--- src/rtl/mdio_pkg.sv ---
// Shared constants and types of the MDIO management controller.
// Assumes clause-22 framing: fixed field widths and a 64-bit frame.
package mdio_pkg;
    localparam int PRE_BITS   = 32;
    localparam int PHY_AW     = 5;
    localparam int REG_AW     = 5;
    localparam int DATA_W     = 16;
    localparam int FRAME_BITS = PRE_BITS + 2 + 2 + PHY_AW + REG_AW + 2 + DATA_W;
    localparam int IDX_W      = $clog2(FRAME_BITS);
    localparam int TA_FIRST   = PRE_BITS + 4 + PHY_AW + REG_AW;
    localparam int TA_SECOND  = TA_FIRST + 1;
    localparam int DATA_FIRST = TA_FIRST + 2;
    localparam int ALIVE_N    = 1 << PHY_AW;

    localparam logic [1:0] SEL_CTRL   = 2'd0;
    localparam logic [1:0] SEL_ACCESS = 2'd1;
    localparam logic [1:0] SEL_ALIVE  = 2'd2;

    localparam int CTRL_IDLE_BIT = 31;
    localparam int CTRL_EN_BIT   = 30;

    typedef struct packed {
        logic              busy;
        logic              wr;
        logic [3:0]        rsvd;
        logic [REG_AW-1:0] regad;
        logic [PHY_AW-1:0] phyad;
        logic [DATA_W-1:0] data;
    } access_t;
endpackage

--- src/rtl/mdio_clk_gen.sv ---
// MDC generator: toggles MDC every DIV+1 system clocks while run is high.
// Strobes mark the clock edge at which MDC rises or falls. MDC is held low
// while run is low. The divider is captured on load so a frame keeps one rate.
module mdio_clk_gen #(
    parameter int DIV_W = 8
) (
    input  logic             clk,
    input  logic             rst_n,
    input  logic             run,
    input  logic             load,
    input  logic [DIV_W-1:0] div_in,
    output logic             mdc,
    output logic             rise_stb,
    output logic             fall_stb
);
    logic [DIV_W-1:0] cnt;
    logic [DIV_W-1:0] div_q;
    logic             tick;

    assign tick     = run && (cnt == div_q);
    assign rise_stb = tick && !mdc;
    assign fall_stb = tick && mdc;

    // Capture the divider for the frame about to start.
    always_ff @(posedge clk) begin
        if (!rst_n)
            div_q <= '0;
        else if (load)
            div_q <= div_in;
    end

    // Count half periods and toggle MDC; park low when stopped.
    always_ff @(posedge clk) begin
        if (!rst_n) begin
            cnt <= '0;
            mdc <= 1'b0;
        end else if (!run) begin
            cnt <= '0;
            mdc <= 1'b0;
        end else if (tick) begin
            cnt <= '0;
            mdc <= ~mdc;
        end else begin
            cnt <= cnt + 1'b1;
        end
    end
endmodule

--- src/rtl/mdio_frame_engine.sv ---
// Frame engine: shifts one 64-bit clause-22 frame out on MDC falling edges.
// During reads it samples the turnaround acknowledge and the data on rising
// edges. It assumes that the first rising strobe follows start by at least
// one cycle. done is combinational, on the final falling edge.
module mdio_frame_engine
    import mdio_pkg::*;
(
    input  logic              clk,
    input  logic              rst_n,
    input  logic              start,
    input  logic              wr,
    input  logic [PHY_AW-1:0] phy,
    input  logic [REG_AW-1:0] regad,
    input  logic [DATA_W-1:0] wdata,
    input  logic              rise_stb,
    input  logic              fall_stb,
    input  logic              mdio_i,
    output logic              mdio_o,
    output logic              mdio_oe,
    output logic              done,
    output logic              is_rd,
    output logic              ack,
    output logic [DATA_W-1:0] rdata
);
    logic [FRAME_BITS-1:0] sr;
    logic [IDX_W-1:0]      idx;
    logic                  active;
    logic                  oe_q;
    logic                  last_bit;

    // Assemble the outgoing frame from the command fields.
    function automatic logic [FRAME_BITS-1:0] build(input logic w,
            input logic [PHY_AW-1:0] p, input logic [REG_AW-1:0] r,
            input logic [DATA_W-1:0] d);
        logic [1:0] op;
        logic [1:0] ta;
        op = w ? 2'b01 : 2'b10;
        ta = w ? 2'b10 : 2'b11;
        return {{PRE_BITS{1'b1}}, 2'b01, op, p, r, ta, d};
    endfunction

    assign last_bit = (idx == IDX_W'(FRAME_BITS - 1));
    assign done     = active && fall_stb && last_bit;
    assign mdio_o   = sr[FRAME_BITS-1];
    assign mdio_oe  = oe_q;

    // Load the frame on start and advance one bit per falling edge.
    always_ff @(posedge clk) begin
        if (!rst_n) begin
            sr     <= '1;
            idx    <= '0;
            active <= 1'b0;
            is_rd  <= 1'b0;
            oe_q   <= 1'b0;
        end else if (start) begin
            sr     <= build(wr, phy, regad, wdata);
            idx    <= '0;
            active <= 1'b1;
            is_rd  <= !wr;
            oe_q   <= 1'b1;
        end else if (active && fall_stb) begin
            if (last_bit) begin
                active <= 1'b0;
                oe_q   <= 1'b0;
            end else begin
                idx  <= idx + 1'b1;
                sr   <= {sr[FRAME_BITS-2:0], 1'b1};
                oe_q <= !is_rd || ((int'(idx) + 1) < TA_FIRST);
            end
        end
    end

    // Sample the acknowledge and the read data on rising edges.
    always_ff @(posedge clk) begin
        if (!rst_n) begin
            ack   <= 1'b0;
            rdata <= '0;
        end else if (start) begin
            ack <= 1'b0;
        end else if (active && rise_stb && is_rd) begin
            if (idx == IDX_W'(TA_SECOND))
                ack <= !mdio_i;
            if (int'(idx) >= DATA_FIRST)
                rdata <= {rdata[DATA_W-2:0], mdio_i};
        end
    end
endmodule

--- src/rtl/mdio_mgmt_ctrl.sv ---
// MDIO management controller top: control, access and presence registers
// around the MDC generator and the frame engine. Assumes a single register
// master; read data is combinational from the register select.
module mdio_mgmt_ctrl
    import mdio_pkg::*;
#(
    parameter int DIV_W = 8
) (
    input  logic        clk,
    input  logic        rst_n,
    input  logic        reg_wr,
    input  logic [1:0]  reg_addr,
    input  logic [31:0] reg_wdata,
    output logic [31:0] reg_rdata,
    output logic        mdc,
    output logic        mdio_o,
    output logic        mdio_oe,
    input  logic        mdio_i
);
    logic               ctrl_en;
    logic [DIV_W-1:0]   ctrl_div;
    access_t            acc;
    access_t            wr_acc;
    logic [ALIVE_N-1:0] alive;
    logic [ALIVE_N-1:0] alive_set;
    logic               acc_sel;
    logic               start;
    logic               rise_stb;
    logic               fall_stb;
    logic               eng_done;
    logic               eng_rd;
    logic               eng_ack;
    logic [DATA_W-1:0]  eng_rdata;

    assign wr_acc  = access_t'(reg_wdata);
    assign acc_sel = reg_wr && (reg_addr == SEL_ACCESS);
    assign start   = acc_sel && !acc.busy && wr_acc.busy && ctrl_en;

    // Control register: enable and divider.
    always_ff @(posedge clk) begin
        if (!rst_n) begin
            ctrl_en  <= 1'b0;
            ctrl_div <= '0;
        end else if (reg_wr && (reg_addr == SEL_CTRL)) begin
            ctrl_en  <= reg_wdata[CTRL_EN_BIT];
            ctrl_div <= reg_wdata[DIV_W-1:0];
        end
    end

    // Access register: accept a command only while idle; close it on done.
    always_ff @(posedge clk) begin
        if (!rst_n) begin
            acc <= '0;
        end else if (eng_done) begin
            acc.busy <= 1'b0;
            if (eng_rd)
                acc.data <= eng_rdata;
        end else if (acc_sel && !acc.busy) begin
            acc      <= wr_acc;
            acc.busy <= start;
        end
    end

    // One set term per PHY address for the presence register.
    for (genvar i = 0; i < ALIVE_N; i++) begin : g_alive
        assign alive_set[i] = eng_done && eng_rd && eng_ack &&
                              (acc.phyad == PHY_AW'(i));
    end

    // Presence register: sticky until reset.
    always_ff @(posedge clk) begin
        if (!rst_n)
            alive <= '0;
        else
            alive <= alive | alive_set;
    end

    // Register read multiplexer.
    always_comb begin
        reg_rdata = '0;
        case (reg_addr)
            SEL_CTRL: begin
                reg_rdata[CTRL_IDLE_BIT] = !acc.busy;
                reg_rdata[CTRL_EN_BIT]   = ctrl_en;
                reg_rdata[DIV_W-1:0]     = ctrl_div;
            end
            SEL_ACCESS: reg_rdata = acc;
            SEL_ALIVE:  reg_rdata = 32'(alive);
            default:    reg_rdata = '0;
        endcase
    end

    mdio_clk_gen #(.DIV_W(DIV_W)) u_clk (
        .clk      (clk),
        .rst_n    (rst_n),
        .run      (acc.busy),
        .load     (start),
        .div_in   (ctrl_div),
        .mdc      (mdc),
        .rise_stb (rise_stb),
        .fall_stb (fall_stb)
    );

    mdio_frame_engine u_eng (
        .clk      (clk),
        .rst_n    (rst_n),
        .start    (start),
        .wr       (wr_acc.wr),
        .phy      (wr_acc.phyad),
        .regad    (wr_acc.regad),
        .wdata    (wr_acc.data),
        .rise_stb (rise_stb),
        .fall_stb (fall_stb),
        .mdio_i   (mdio_i),
        .mdio_o   (mdio_o),
        .mdio_oe  (mdio_oe),
        .done     (eng_done),
        .is_rd    (eng_rd),
        .ack      (eng_ack),
        .rdata    (eng_rdata)
    );
endmodule

--- config.mk ---
export PLATFORM = sky130hd
export DESIGN_NAME = mdio_mgmt_ctrl
export DESIGN_NICKNAME = d
export VERILOG_FILES = /design/src/rtl/mdio_pkg.sv /design/src/rtl/mdio_clk_gen.sv /design/src/rtl/mdio_frame_engine.sv /design/src/rtl/mdio_mgmt_ctrl.sv
export SDC_FILE = /design/constraint.sdc
export NUM_CORES = 1
export LEC_CHECK = 0
export ABC_AREA = 1
export BUFFER_PORTS_ARGS = -buffer_cell sky130_fd_sc_hd__buf_2
export CAP_MARGIN = 20
export CORE_MARGIN = 10
export CORE_UTILIZATION = 60
export CTS_CLUSTER_SIZE = 28
export DETAILED_ROUTE_END_ITERATION = 10
export PLACE_DENSITY = 0.79
export SLEW_MARGIN = 20
export SYNTH_ARGS = -nofsm -noshare
export SYNTH_HDL_FRONTEND = slang
export SYNTH_SLANG_ARGS = --single-unit
export TNS_END_PERCENT = 50
--- constraint.sdc ---
create_clock -name clk -period 4.6 [get_ports clk]
set_clock_uncertainty 0.05 [all_clocks]
set_input_delay 0.23 -clock clk [delete_from_list [all_inputs] [get_ports clk]]
set_output_delay 0.23 -clock clk [all_outputs]
set_load 0.01 [all_outputs]
* Word-level counts from Yosys, hierarchy flattened
Index checks and enable logic that the tools add are counted.
Operators by class: eq/ne operators 38, add/subtract/negate cells 3, $mul 0, magnitude comparators 2, divide/modulo/power cells 0, muxes and demuxes 17, shift operators 0, reduce and logical (&&, ||, !) cells 68, bitwise logic cells 7
Operator list (count):
- $mux 32 | 3
- $eq 5x5->1 const B | 16
- $mux 16 | 3
- $logic_and 1x1->1 | 46
- $pmux 22 s2 | 1
- $eq 5x4->1 const B | 8
- $lt 32x7->1 const B | 1
- $or 32x32->32 | 1
- $pmux 8 s3 | 1
- $eq 5x3->1 const B | 4
- $reduce_and 2->1 | 7
- $eq 6x6->1 const B | 2
- $eq 5x2->1 const B | 2
- $add 8x1->8 const B | 1
- $eq 8x8->1 | 1
- $add 6x1->7 const B | 1
- $mux 1 | 7
- $add 6x1->6 const B | 1
- $ge 6x6->1 const B | 1
- $not 1->1 | 6
- $pmux 2 s3 | 1
- $reduce_bool 2->1 | 3
- $eq 5x1->1 const B | 1
- $logic_not 1->1 | 5
- 11 further kinds | 12
Word-level totals: register bits 180, latch bits 0, bits in read-only memories 0, RAM bits 0, memories 0, output and inout port bits 35

* Logic depth before layout (Yosys ltp)
depth after elaboration 9, depth in mapped cells 13

* By module
Synthesis repeated with hierarchy kept, for this count alone.
Unflattened totals: cell total of the unflattened synthesis 1101, area, all modules 7728.7 um2
By module, submodules not included:
- mdio_mgmt_ctrl | times used 1, cells each 542, seq. area each 1461.4 um2, area each 3550.9 um2
- mdio_frame_engine | times used 1, cells each 453, seq. area each 1801.7 um2, area each 3402.0 um2
- mdio_clk_gen | times used 1, cells each 106, seq. area each 340.3 um2, area each 775.7 um2

* Least setup slack after synthesis
Ideal clock, no wire load.
path kind input to register, start input port reg_addr[1], end register u_eng.sr[33], buffers on the path 2, slack 2.875 ns, arrival time 1.552 ns, setup time 0.124 ns, cell stages on the path 10, cell sequence inv_1 ha_1 buf_2 nand3_2 inv_1 nand3_1 inv_1 nor2_1 buf_2 nand3_1
Between the ends: cells in the longest elaborated chain, start to end 6
RTL lines:
- from (decl) | RTL line mdio_mgmt_ctrl.sv:12 | input logic [1:0] reg_addr,
- $eq 2x1->1 | RTL line mdio_mgmt_ctrl.sv:36 | assign acc_sel = reg_wr && (reg_addr == SEL_ACCESS);
- $logic_and 1x1->1 | RTL line mdio_mgmt_ctrl.sv:36
- $logic_and 1x1->1 (3 in a row) | RTL line mdio_mgmt_ctrl.sv:37 | assign start = acc_sel && !acc.busy && wr_acc.busy && ctrl_en;
- $reduce_or 2->1 (no source line)
- to (signal assigned) | RTL line mdio_frame_engine.sv:56 | sr <= build(wr, phy, regad, wdata);
- to (signal assigned) | RTL line mdio_frame_engine.sv:67 | sr <= {sr[FRAME_BITS-2:0], 1'b1};
- to (decl) | RTL line mdio_frame_engine.sv:25 | logic [FRAME_BITS-1:0] sr;
No other way between the ends. A chain may end at the register's enable or synchronous reset.

* Final worst setup path
start register u_clk.cnt[4], end register u_eng.oe_q (netlist: u_eng.mdio_oe)
Between the ends: cells in the longest elaborated chain, start to end 5
RTL lines:
- from (decl) | RTL line mdio_clk_gen.sv:16 | logic [DIV_W-1:0] cnt;
- from (signal assigned) | RTL line mdio_clk_gen.sv:44 | cnt <= cnt + 1'b1;
- $eq 8x8->1 | RTL line mdio_clk_gen.sv:20 | assign tick = run && (cnt == div_q);
- $logic_and 1x1->1 | RTL line mdio_clk_gen.sv:20
- $logic_and 1x1->1 | RTL line mdio_clk_gen.sv:22 | assign fall_stb = tick && mdc;
- $logic_and 1x1->1 | RTL line mdio_frame_engine.sv:61 | end else if (active && fall_stb) begin
- $reduce_bool 2->1 (no source line)
- to (signal assigned) | RTL line mdio_frame_engine.sv:68 | oe_q <= !is_rd || ((int'(idx) + 1) < TA_FIRST);
- to (decl) | RTL line mdio_frame_engine.sv:28 | logic oe_q;
No other way between the ends.

==> results.sh <==
export IMPL_status="completed"
export IMPL_clockRootBuffer="clkbuf_16"
export IMPL_nNetsFinal=1278
export IMPL_grt_max_degree=97
export IMPL_end_kind="register"
export IMPL_ys_warnings_count=0
export IMPL_p_comb_share_pct=5.3
export IMPL_post_place_ws_ps=1230
export IMPL_synth_nets=1245
export IMPL_io_buffers=72
export IMPL_drv_slew=0
export IMPL_drive_gt1_share_pct=10.9
export IMPL_synth_area_leaders="dfxtp_1 (44%), nand2_1 (18%), nor2_1 (7.3%), a21oi_1 (4.7%), inv_1 (4.5%)"
export IMPL_cts_buffers=17
export IMPL_tns_ps=0
export IMPL_dpl_hpwl_um=13800
export IMPL_critPathMaxFanout=64
export IMPL_netlist_area_leader_share_pct=44.4
export IMPL_antenna_found_initial=0
export IMPL_period_needed_ps=2900
export IMPL_placed_area_um2=8440
export IMPL_dieArea_um2=18600
export IMPL_detail_route_wl_per_cell_um=14.3
export IMPL_grt_pass1_wl_um=33100
export IMPL_die_y_um=136
export IMPL_start_kind="register"
export IMPL_routed_wl_um=20300
export IMPL_path_buf_inv=1
export IMPL_vias=7630
export IMPL_seqPwrFrac_pct=49.8
export IMPL_cpMaxStageDelayCell="inv_2"
export IMPL_setup_violations_final=0
export IMPL_fin_crit_sh_pct=63.0
export IMPL_die_w_um=136
export IMPL_antenna_cells=0
export IMPL_p_int_uw=2460
export IMPL_insertion_delay_ps=430
export IMPL_power_density_nw_per_um2=352
export IMPL_std_cell_rows=42
export IMPL_synth_largest_area_cell="dfxtp_1"
export IMPL_yosysSeqAreaShare_pct=44.4
export IMPL_p_leak_uw=0.00412
export IMPL_drt_vias_per_instance=5.36
export IMPL_clock_sinks=180
export IMPL_syn_area_per_cell_um2=6.76
export IMPL_multi_input_area_um2=3800
export IMPL_crit_family="buffers and inverters"
export IMPL_syn_instance_count=1201
export IMPL_ios=73
export IMPL_yosysUniqueCellTypes=36
export IMPL_clk_pin_slew_ps=70
export IMPL_ys_seq_elements=180
export IMPL_worstPathArrival_ps=3200
export IMPL_regArea_um2=3600
export IMPL_cts_tree="done"
export IMPL_ant_nets=0
export IMPL_ctsResizeCount=0
export IMPL_dr_pass1_iters=5
export IMPL_h_tree_depth=4
export IMPL_r2r_slack_ps=1700
export IMPL_ir_drop_mv=0.370
export IMPL_crit_type="reg -> reg"
export IMPL_fmax_mhz=345
export IMPL_gp_congestion=0.911
export IMPL_required_ps=4900
export IMPL_p_sw_share_pct=23.1
export IMPL_initial_core_util_pct=61.3
export IMPL_rsz0062_at_grt="false"
export IMPL_cap_violations=0
export IMPL_syn_area_um2=8120
export IMPL_drc=0
export IMPL_max_stage_delay_ps=910
export IMPL_p_sw_uw=739
export IMPL_worst_pin_slew_ps=1040
export IMPL_hold_violations=0
export IMPL_clk_path_buf_depth=2
export IMPL_grt_overflow=0
export IMPL_initialDrtViolationCount=615
export IMPL_timing_final_ws_setup_ps=1700
export IMPL_nFillCells=1188
export IMPL_core_area_um2=13200
export IMPL_first_global_vias=6734
export IMPL_stdcell_area_um2=9090
export IMPL_area_growth_pct=12.1
export IMPL_clock_power_share_pct=44.9
export IMPL_hp_class="in -> reg"
export IMPL_slew_limit_headroom_pct=30.3
export IMPL_cp_cell_sequence="xnor2_1, nand4_2, nor2_4, nand3_4, inv_2, o21ai_0, a21oi_1"
export IMPL_track_usage_pct=21.9
==> flip-flops by register name, summed over array words and instances (netlist names) <==
signal and count:
u_eng.idx 6, ctrl_en 1, alive 32, ctrl_div 8
u_eng.ack 1, u_eng.mdio_oe 1, u_eng.is_rd 1, u_clk.div_q 8
u_eng.rdata 16, u_clk.cnt 8, u_eng.active 1, acc 32
u_eng.sr 64, u_clk.mdc 1
==> Yosys cell counts, drive strengths merged <==
library cell	count
nand2	393
dfxtp	180
nor2	159
inv	103
a21oi	77
nand3	61
nand4	59
clkbuf	39
o21ai	39
buf	33
nand3b	16
nor3	14
ha	6
or2	5
clkinv	3
xor2	3
nor3b	2
o211ai	2
o22ai	2
xnor2	2
a31oi	1
and3	1
o21a	1
==> per-stage QoR <==
| stage | utilization, % | instances | hold slack, ps | power, µW |
|---|---|---|---|---|
| global route | 68.7 | 1423 | 15.5 | 3310 |
| global placement | 63.7 | 1385 | 385 | 1790 |
| CTS | 68.6 | 1423 | 1.98 | 3220 |
| floorplan | - | 1201 | 312 | 1730 |
| finish | 68.7 | 1423 | 16.9 | 3200 |
| detailed placement | 63.7 | 1385 | 389 | 1790 |
==> routing by layer <==
layer / routed length, µm / vias up / part of all wire, % / global-route usage [%]
met4: 382 / 0 / 1.9 / 6.80
met1: 9310 / 3498 / 46 / 28.9
met5: 0 / - / 0 / 0
met2: 9470 / 217 / 47 / 34.9
met3: 1170 / 30 / 5.7 / 5.13
li1: - / 3885 / - / -
==> placed cells by master (no fill, tap or decap), types with 2 or more instances in the layout <==
cell type and count:
dfxtp_1 180, bufinv_16 2, xnor2_1 2, o21ai_0 39, nand3_1 56, nor2_1 155, buf_2 72, clkinv_4 3
inv_2 6, nor3_1 13, clkinv_2 2, nor3b_1 2, ha_1 5, nand4_2 2, nand4_1 57, a21oi_1 76
nand3b_1 16, inv_1 97, dlygate4sd3_1 6, clkinvlp_4 3, clkbuf_1 2, nand3_2 4, nor2_2 3, o22ai_1 2
clkbuf_16 17, or2_2 5, xor2_1 3, buf_4 8, nand2_1 392, clkbuf_8 2, o211ai_1 2, clkinv_1 3
==> worst register-to-register path, delay by kind of cell, from the launching register on <==
kind                      cells  cell delay (ps)
AOI/OAI and AO/OA             2              400
xor gates and xnor gates      1              270
buffers and inverters         1              920
and+or+nand+nor               3              860
DFF                           1              340
==> power by group through the flow <==
stage          Sequential (µW)  Combinational, µW  Clock (µW)
2_1_floorplan             1620                109           0
3_3_place_gp              1630                162           0
3_5_place_dp              1630                163           0
4_1_cts                   1600                168        1460
5_1_grt                   1600                189        1520
6_report                  1600                169        1440
==> cell type report <==
class | instances | area share, %
Clock buffer | 21 | 5.06
Clock inverter | 11 | 1.40
Tap cell | 176 | 2.42
Multi-Input combinational cell | 843 | 41.8
Timing Repair Buffer | 86 | 5.28
Inverter | 106 | 4.38
Sequential cell | 180 | 39.6
==> repair_timing <==
item | in CTS | in global routing
hold buffers | 6 | 0
buffers inserted | 0 | 0
endpoints found under the hold margin | 6 | 0
==> cells by family after synthesis <==
kind of cell / share of synthesized area [%]
adder cells (fa/ha/maj): 0.925
AND/OR/NAND/NOR: 37.5
XOR/XNOR: 0.540
flip-flops: 44.4
buffers and inverters: 8.88
AO/OA/AOI/OAI: 7.71
==> path summary, 6_finish.rpt <==
kind / endpoint / startpoint / cells after the start
worst max-delay path: u_eng.mdio_oe$_SDFFE_PN0P_ / u_clk.cnt[4]$_SDFF_PP0_ / 7
worst max register to register: u_eng.mdio_oe$_SDFFE_PN0P_ / u_clk.cnt[4]$_SDFF_PP0_ / 7
worst min register to register: alive[18]$_SDFF_PN0_ / alive[18]$_SDFF_PN0_ / 2
worst min-delay path: u_eng.sr[14]$_SDFFE_PN1P_ / reg_wdata[14] / 3
Note: power is estimated with default switching activity, not from simulation.
